<file path="src/rtl/ecc_scrub_pkg.sv">
package ecc_scrub_pkg;
  typedef enum logic [1:0] {
    SRC_HOST   = 2'd0,
    SRC_FIX    = 2'd1,
    SRC_PATROL = 2'd2
  } src_e;

  typedef enum logic [1:0] {
    FX_IDLE,
    FX_RD,
    FX_WAIT,
    FX_WR
  } fx_state_e;
endpackage

</file>
<file path="src/rtl/ecc_patrol.sv">
module ecc_patrol #(
  parameter int AW = 10,
  parameter int IW = 16
) (
  input  logic          clk_i,
  input  logic          rst_ni,
  input  logic          en_i,
  input  logic [IW-1:0] int_i,
  input  logic          gnt_i,
  output logic          req_o,
  output logic [AW-1:0] addr_o
);
  localparam logic [IW-1:0] ONE = IW'(1);

  logic [IW-1:0] timer_q;
  logic          pend_q;
  logic          hit;

  assign hit   = en_i && (int_i != '0) && (timer_q == int_i - ONE);
  assign req_o = pend_q && en_i;

  always_ff @(posedge clk_i or negedge rst_ni) begin
    if (!rst_ni) begin
      timer_q <= '0;
      pend_q  <= 1'b0;
      addr_o  <= '0;
    end else begin
      if (!en_i || int_i == '0 || hit) timer_q <= '0;
      else                             timer_q <= timer_q + ONE;
      if (gnt_i) begin
        pend_q <= 1'b0;
        addr_o <= addr_o + 1'b1;
      end
      if (hit) pend_q <= 1'b1;
    end
  end


  addr_step_chk: assert property (@(posedge clk_i) disable iff (!rst_ni)
    gnt_i |=> addr_o == $past(addr_o) + 1'b1);

  no_patrol_when_off_chk: assert property (@(posedge clk_i) disable iff (!rst_ni)
    (int_i == '0 && !pend_q) |=> !pend_q);

  patrol_retained_chk: assert property (@(posedge clk_i) disable iff (!rst_ni)
    (req_o && !gnt_i && en_i) |=> (req_o || !en_i));
endmodule

</file>
<file path="src/rtl/ecc_fix_fsm.sv">
module ecc_fix_fsm
  import ecc_scrub_pkg::*;
#(
  parameter int AW = 10,
  parameter int DW = 32
) (
  input  logic          clk_i,
  input  logic          rst_ni,
  input  logic          start_i,
  input  logic [AW-1:0] start_addr_i,
  input  logic          cancel_i,
  input  logic          gnt_i,
  input  logic          rsp_valid_i,
  input  logic [1:0]    rsp_src_i,
  input  logic          rsp_mbe_i,
  input  logic [DW-1:0] rsp_data_i,
  output logic          busy_o,
  output logic          req_o,
  output logic          we_o,
  output logic [AW-1:0] addr_o,
  output logic [DW-1:0] wdata_o
);
  fx_state_e state_q;
  logic      rsp_hit;

  assign rsp_hit = rsp_valid_i && (rsp_src_i == SRC_FIX);
  assign busy_o  = state_q != FX_IDLE;
  assign req_o   = (state_q == FX_RD) || (state_q == FX_WR);
  assign we_o    = state_q == FX_WR;

  always_ff @(posedge clk_i or negedge rst_ni) begin
    if (!rst_ni) begin
      state_q <= FX_IDLE;
      addr_o  <= '0;
      wdata_o <= '0;
    end else begin
      unique case (state_q)
        FX_IDLE: if (start_i) begin
          addr_o  <= start_addr_i;
          state_q <= FX_RD;
        end
        FX_RD: begin
          if (cancel_i)   state_q <= FX_IDLE;
          else if (gnt_i) state_q <= FX_WAIT;
        end
        FX_WAIT: begin
          if (cancel_i) state_q <= FX_IDLE;
          else if (rsp_hit) begin
            if (rsp_mbe_i) state_q <= FX_IDLE;
            else begin
              wdata_o <= rsp_data_i;
              state_q <= FX_WR;
            end
          end
        end
        FX_WR: begin
          if (cancel_i || gnt_i) state_q <= FX_IDLE;
        end
        default: state_q <= FX_IDLE;
      endcase
    end
  end


  writeback_data_chk: assert property (@(posedge clk_i) disable iff (!rst_ni)
    (state_q == FX_WAIT && rsp_hit && !rsp_mbe_i && !cancel_i)
      |=> (req_o && we_o && wdata_o == $past(rsp_data_i)));

  cancel_chk: assert property (@(posedge clk_i) disable iff (!rst_ni)
    (busy_o && cancel_i) |=> !busy_o);
endmodule

</file>
<file path="src/rtl/ecc_err_status.sv">
module ecc_err_status
  import ecc_scrub_pkg::*;
#(
  parameter int AW    = 10,
  parameter int CNT_W = 8
) (
  input  logic             clk_i,
  input  logic             rst_ni,
  input  logic             ecc_en_i,
  input  logic             rsp_valid_i,
  input  logic [1:0]       rsp_src_i,
  input  logic [AW-1:0]    rsp_addr_i,
  input  logic             rsp_sbe_i,
  input  logic             rsp_mbe_i,
  input  logic             fix_busy_i,
  input  logic [AW-1:0]    fix_addr_i,
  input  logic [2:0]       clr_i,
  output logic             report_o,
  output logic [CNT_W-1:0] cnt_o,
  output logic             sbe_host_o,
  output logic             sbe_scrub_o,
  output logic             mbe_o,
  output logic [AW-1:0]    err_addr_o
);
  localparam logic [CNT_W-1:0] CNT_MAX = '1;

  logic sbe_seen, dup, mbe_seen;

  assign sbe_seen = ecc_en_i && rsp_valid_i && rsp_sbe_i && !rsp_mbe_i
                    && (rsp_src_i != SRC_FIX);
  assign dup      = fix_busy_i && (rsp_addr_i == fix_addr_i);
  assign report_o = sbe_seen && !dup;
  assign mbe_seen = ecc_en_i && rsp_valid_i && rsp_mbe_i;

  always_ff @(posedge clk_i or negedge rst_ni) begin
    if (!rst_ni) begin
      cnt_o       <= '0;
      sbe_host_o  <= 1'b0;
      sbe_scrub_o <= 1'b0;
      mbe_o       <= 1'b0;
      err_addr_o  <= '0;
    end else begin
      if (report_o && cnt_o != CNT_MAX) cnt_o <= cnt_o + 1'b1;
      if (report_o && !sbe_host_o && !sbe_scrub_o) err_addr_o <= rsp_addr_i;

      if (report_o && rsp_src_i == SRC_HOST)        sbe_host_o <= 1'b1;
      else if (clr_i[0])                            sbe_host_o <= 1'b0;
      if (report_o && rsp_src_i == SRC_PATROL)      sbe_scrub_o <= 1'b1;
      else if (clr_i[1])                            sbe_scrub_o <= 1'b0;
      if (mbe_seen)                                 mbe_o <= 1'b1;
      else if (clr_i[2])                            mbe_o <= 1'b0;
    end
  end


  reread_not_counted_chk: assert property (@(posedge clk_i) disable iff (!rst_ni)
    (rsp_valid_i && rsp_src_i == SRC_FIX) |=> $stable(cnt_o));

  cnt_saturate_chk: assert property (@(posedge clk_i) disable iff (!rst_ni)
    (cnt_o == CNT_MAX) |=> (cnt_o == CNT_MAX));

  host_flag_sticky_chk: assert property (@(posedge clk_i) disable iff (!rst_ni)
    (sbe_host_o && !clr_i[0]) |=> sbe_host_o);
endmodule

</file>
<file path="src/rtl/ecc_scrub_ctrl.sv">
module ecc_scrub_ctrl
  import ecc_scrub_pkg::*;
#(
  parameter int AW    = 10,
  parameter int DW    = 32,
  parameter int CNT_W = 8,
  parameter int IW    = 16
) (
  input  logic             clk_i,
  input  logic             rst_ni,
  input  logic             ecc_en_i,
  input  logic             fix_en_i,
  input  logic [IW-1:0]    scrub_int_i,
  input  logic             host_req_i,
  input  logic             host_we_i,
  input  logic [AW-1:0]    host_addr_i,
  input  logic [DW-1:0]    host_wdata_i,
  output logic             mem_req_o,
  output logic             mem_we_o,
  output logic [AW-1:0]    mem_addr_o,
  output logic [DW-1:0]    mem_wdata_o,
  output logic [1:0]       mem_src_o,
  input  logic             rsp_valid_i,
  input  logic [1:0]       rsp_src_i,
  input  logic [AW-1:0]    rsp_addr_i,
  input  logic             rsp_sbe_i,
  input  logic             rsp_mbe_i,
  input  logic [DW-1:0]    rsp_data_i,
  input  logic [2:0]       clr_i,
  output logic [CNT_W-1:0] err_cnt_o,
  output logic             sbe_host_o,
  output logic             sbe_scrub_o,
  output logic             mbe_o,
  output logic [AW-1:0]    err_addr_o
);
  logic          fix_active, report;
  logic          fix_start, fix_cancel, fix_busy, fix_req, fix_we, fix_gnt;
  logic [AW-1:0] fix_addr, pat_addr;
  logic [DW-1:0] fix_wdata;
  logic          pat_req, pat_gnt;
  logic          host_wr;

  assign fix_active = ecc_en_i && fix_en_i;
  assign host_wr    = host_req_i && host_we_i;
  assign fix_start  = report && fix_active && !fix_busy
                      && !(host_wr && host_addr_i == rsp_addr_i);
  assign fix_cancel = host_wr && (host_addr_i == fix_addr);
  assign fix_gnt    = fix_req && !host_req_i;
  assign pat_gnt    = pat_req && !host_req_i && !fix_req;

  ecc_err_status #(.AW(AW), .CNT_W(CNT_W)) u_status (
    .clk_i, .rst_ni,
    .ecc_en_i,
    .rsp_valid_i, .rsp_src_i, .rsp_addr_i, .rsp_sbe_i, .rsp_mbe_i,
    .fix_busy_i (fix_busy),
    .fix_addr_i (fix_addr),
    .clr_i,
    .report_o   (report),
    .cnt_o      (err_cnt_o),
    .sbe_host_o, .sbe_scrub_o, .mbe_o, .err_addr_o
  );

  ecc_fix_fsm #(.AW(AW), .DW(DW)) u_fix (
    .clk_i, .rst_ni,
    .start_i      (fix_start),
    .start_addr_i (rsp_addr_i),
    .cancel_i     (fix_cancel),
    .gnt_i        (fix_gnt),
    .rsp_valid_i, .rsp_src_i, .rsp_mbe_i, .rsp_data_i,
    .busy_o       (fix_busy),
    .req_o        (fix_req),
    .we_o         (fix_we),
    .addr_o       (fix_addr),
    .wdata_o      (fix_wdata)
  );

  ecc_patrol #(.AW(AW), .IW(IW)) u_patrol (
    .clk_i, .rst_ni,
    .en_i   (fix_active),
    .int_i  (scrub_int_i),
    .gnt_i  (pat_gnt),
    .req_o  (pat_req),
    .addr_o (pat_addr)
  );

  always_comb begin
    mem_req_o   = host_req_i || fix_req || pat_req;
    mem_we_o    = 1'b0;
    mem_addr_o  = pat_addr;
    mem_wdata_o = '0;
    mem_src_o   = SRC_PATROL;
    if (host_req_i) begin
      mem_we_o    = host_we_i;
      mem_addr_o  = host_addr_i;
      mem_wdata_o = host_wdata_i;
      mem_src_o   = SRC_HOST;
    end else if (fix_req) begin
      mem_we_o    = fix_we;
      mem_addr_o  = fix_addr;
      mem_wdata_o = fix_wdata;
      mem_src_o   = SRC_FIX;
    end
  end


  no_patrol_disabled_chk: assert property (@(posedge clk_i) disable iff (!rst_ni)
    !fix_active |-> !(mem_req_o && mem_src_o == SRC_PATROL));

  single_repair_chk: assert property (@(posedge clk_i) disable iff (!rst_ni)
    (fix_busy && report && rsp_addr_i != fix_addr) |=> fix_addr == $past(fix_addr));
endmodule

</file>
<file path="config.mk">
export PLATFORM = sky130hd
export DESIGN_NAME = ecc_scrub_ctrl
export DESIGN_NICKNAME = d
export VERILOG_FILES = /design/src/rtl/ecc_scrub_pkg.sv /design/src/rtl/ecc_patrol.sv /design/src/rtl/ecc_fix_fsm.sv /design/src/rtl/ecc_err_status.sv /design/src/rtl/ecc_scrub_ctrl.sv
export SDC_FILE = /design/constraint.sdc
export NUM_CORES = 1
export LEC_CHECK = 0
export BUFFER_PORTS_ARGS = -buffer_cell sky130_fd_sc_hd__buf_2
export CORE_ASPECT_RATIO = 0.6
export CORE_MARGIN = 5
export CORE_UTILIZATION = 46
export CTS_CLUSTER_SIZE = 24
export DETAILED_ROUTE_END_ITERATION = 8
export GPL_ROUTABILITY_DRIVEN = 0
export PLACE_DENSITY = 0.73
export SLEW_MARGIN = 30
export SYNTH_ARGS = -nofsm -noshare
export SYNTH_HDL_FRONTEND = slang
export SYNTH_SLANG_ARGS = --single-unit
</file>
<file path="constraint.sdc">
create_clock -name clk_i -period 2 [get_ports clk_i]
set_input_delay 0.4 -clock clk_i [delete_from_list [all_inputs] [get_ports clk_i]]
set_output_delay 0.4 -clock clk_i [all_outputs]
set_load 0.05 [all_outputs]
</file>
==> results.py <==
metrics = {
    "outcome": {
        "status": "complete, but fails checks",
        "violations": "setup timing",
    },
    "logic_synthesis": {
        "synth_top_area_share": 0.4410,
        "ys_ff_latch": 92,
        "avgSynthCellArea_um2": 10.61,
        "synth_nets": 611,
        "yosysWarnings": 0,
        "synth_common_cells": "dfrtp_1 (92), mux2_2 (54), nand2_1 (47), xor2_1 (41), xnor2_1 (36)",
        "synth_area_leader_cell": "dfrtp_1",
        "synthesis.area_mm2": 0.005220,
        "synth_edf_count": 0,
        "synth.most_common_cell": "dfrtp_1",
        "ys_seq_area_frac": 0.4410,
        "synth_area_leaders": "dfrtp_1 (44%), mux2_2 (12%), xor2_1 (6.9%)",
        "syn_inst": 492,
        "synthArstFlopShare": 1.000,
        "synthDistinctLibCells": 47,
        "synth_top_flop_cell": "dfrtp_1",
    },
    "clocking": {
        "htreeDepth": 3,
        "cts_tree": "yes",
        "clk_latency_ps": 340,
        "clk_root_buffer_cell": "clkbuf_16",
        "numCtsBuffers": 9,
        "path_clk_slew_ps": 70,
        "clk_path_buf_depth": 2,
        "clock_sink_count": 92,
    },
    "grt": {
        "antenna_found_initial": 0,
        "grt_remaining_overflow": 0,
        "grt_start_max_net_pins": 56,
        "first_global_vias": 5070,
        "grt_usage": 0.2416,
        "grt_pass1_wl_um": 26230,
    },
    "finish": {
        "areaGrowthSynthToFinish_pct": 64.05,
        "stdcell_area_mm2": 0.008563,
        "finalNetCount": 889,
        "drive_gt1_frac": 0.5742,
        "antenna_cells": 0,
        "layout.cells.non_filler": 919,
    },
    "worst_setup_path": {
        "worstPathArrival_ps": 2470,
        "required_ps": 2220,
        "critPathLaunchType": "primary input",
        "crit_fanout": 7,
        "critical_path.endpoint_type": "flip-flop",
        "worst-setup-path-type": "primary input to flip-flop",
    },
    "routing": {
        "antenna_left": 0,
        "routedWlPerCell_um": 19.65,
        "drt-total-wl_um": 18060,
        "vias": 5035,
        "vias_per_cell": 5.479,
        "drt_iter0_markers": 278,
        "drc": 0,
        "drt_pass1_iterations": 5,
    },
    "timing": {
        "layout_worst_path_cycle_share": 1.125,
        "fmax_mhz": 444.4,
        "fin_crit_ps": 2250,
        "drv_slew": 0,
        "hold_viol": 0,
        "layout_setup_ws_ps": -250.2,
        "maxSlewHeadroom": 0.7116,
        "whs_ps": 239.8,
        "fin_skew_ps": 8.712,
        "rsz0062_at_grt": "yes",
        "setup_tns_ps": -15170,
        "worstMarginPinSlew_ps": 430.7,
        "setup_viol": 115,
    },
    "placed_design": {
        "dpl-instance-area_mm2": 0.007089,
        "portBuffers": 180,
        "dp_cells": 869,
        "dp_hpwl_um": 12070,
    },
    "floorplan": {
        "fp.dieW_um": 147.5,
        "start_util": 0.4667,
        "fp.coreArea_mm2": 0.01119,
        "num_rows": 30,
        "die-area_mm2": 0.01365,
        "fp.dieH_um": 92.52,
        "io_pins": 181,
    },
    "pwr": {
        "swShare": 0.3462,
        "finalPower_mw": 6.367,
        "p_seq_frac": 0.395,
        "p_leak_nw": 4.101,
        "power.share.clock": 0.278,
        "p_int_mw": 4.163,
        "powerDensity_mw_per_mm2": 743.6,
        "vdd_ir_drop_max_mv": 0.9712,
        "comb_power_share": 0.327,
        "p_switching_mw": 2.205,
    },
    "min_path": {
        "hp-class": "primary input to flip-flop",
    },
    "flow_run": {
        "drv_cap": 0,
    },
}
==> state kept, by name, summed over array words and instances, names as in the netlist <==
signal	flops
u_fix.addr_o	10
u_status.err_addr_o	10
u_patrol.timer_q	16
u_status.cnt_o	8
u_patrol.addr_o	10
u_status.sbe_host_o	1
u_status.sbe_scrub_o	1
u_fix.state_q	2
u_status.mbe_o	1
u_patrol.pend_q	1
u_fix.wdata_o	32
==> placed cells by master (no fill, tap or decap), types with 3 or more instances in the layout <==
cell,Yosys,routed
xor2_1,41,35
xor2_2,0,6
mux2i_2,0,6
inv_1,11,11
and3_1,7,7
o21ai_0,15,4
nor2_1,30,22
a22o_4,0,16
buf_16,0,5
mux2_2,54,43
a22o_1,32,5
buf_8,0,13
or3_4,0,3
nand4_1,11,11
buf_2,0,131
nand2_1,47,44
nor2_4,0,3
nor4_4,1,4
buf_4,0,81
xnor2_1,36,36
dfrtp_2,0,3
or4_4,0,3
o21ai_4,0,6
dfrtp_1,92,89
ha_1,5,5
buf_6,1,47
clkbuf_16,0,12
nor4_1,11,8
nor3_1,9,7
nand3_1,10,9
mux2i_4,0,3
o21ai_2,0,4
nor2_2,0,5
a22o_2,0,11
mux2_4,0,11
nor2b_1,4,3
buf_12,0,7
mux2i_1,13,4
==> what timing repair did <==
action                                  CTS  global route
gates resized for setup                 113            84
pin swaps                                17            22
hold buffers                              1             0
setup buffers                            11            15
gates cloned                              7             4
hold endpoints to repair                 16             0
endpoints found under the setup margin   98           129
==> per-stage QoR <==
stage                     setup WS [ps]  utilization
after floorplan                  -434.2            -
after global placement           -569.7       0.6338
after detailed placement         -692.0       0.6338
after CTS                        -228.2       0.7206
after global routing             -326.7       0.7655
final                            -250.2       0.7655
==> critical path: stages <==
cell       delay [ps]
buf_6              90
or4_4             530
or3_4             360
a2111oi_4         300
o211ai_1          240
nor4_4            280
buf_6             210
nor3b_2            60
==> logic make-up after synthesis <==
logic type | share of synthesized area
adders and majority gates | 0.01198
buffers and inverters | 0.02517
DFF | 0.4410
muxes | 0.1414
AOI/OAI and AO/OA | 0.1045
and+or+nand+nor | 0.1467
xor gates and xnor gates | 0.1292
==> power by group through the flow <==
| stage | Clock, mW | Combinational (mW) | Sequential (mW) |
|---|---|---|---|
| after floorplan | 0 | 0.853 | 2.77 |
| after global placement | 0 | 1.67 | 2.50 |
| after detailed placement | 0 | 1.71 | 2.52 |
| after CTS | 1.80 | 1.90 | 2.49 |
| after global routing | 1.89 | 2.20 | 2.56 |
| final | 1.77 | 2.08 | 2.52 |
==> routing by layer <==
metal  global-route usage  vias up  wire length, um
li1                     -     2334                -
met1               0.3126     2481             7643
met2               0.4095      198             9023
met3              0.06748       22             1188
met4              0.04884        0              206
met5                    0        -                0
==> path summary, 6_finish.rpt <==
path	startpoint	endpoint	slack (ps)	cells after the start
worst max-delay path	scrub_int_i[1]	u_patrol.timer_q[0]$_DFF_PN0_	-250	8
worst min-delay path	clr_i[0]	u_status.sbe_host_o$_DFFE_PN0P_	240	2
worst max register to register	u_fix.addr_o[9]$_DFFE_PN0P_	u_fix.addr_o[9]$_DFFE_PN0P_	-240	8
worst min register to register	u_status.cnt_o[5]$_DFFE_PN0P_	u_status.cnt_o[5]$_DFFE_PN0P_	500	1
max in group asynchronous	rst_ni	u_status.err_addr_o[9]$_DFFE_PN0P_	950	3
min in group asynchronous	rst_ni	u_status.err_addr_o[3]$_DFFE_PN0P_	480	2
==> area by class of cell <==
cell class | instances | area, um^2
inverter | 11 | 41.29
clock buffer | 9 | 225.2
multi-input combinational | 368 | 3372
fill | 693 | 2623
clock inverter | 7 | 87.58
sequential | 92 | 2306
tap | 144 | 180.2
timing repair buffer | 288 | 2351
No activity file was read; power rests on OpenSTA's default activity.
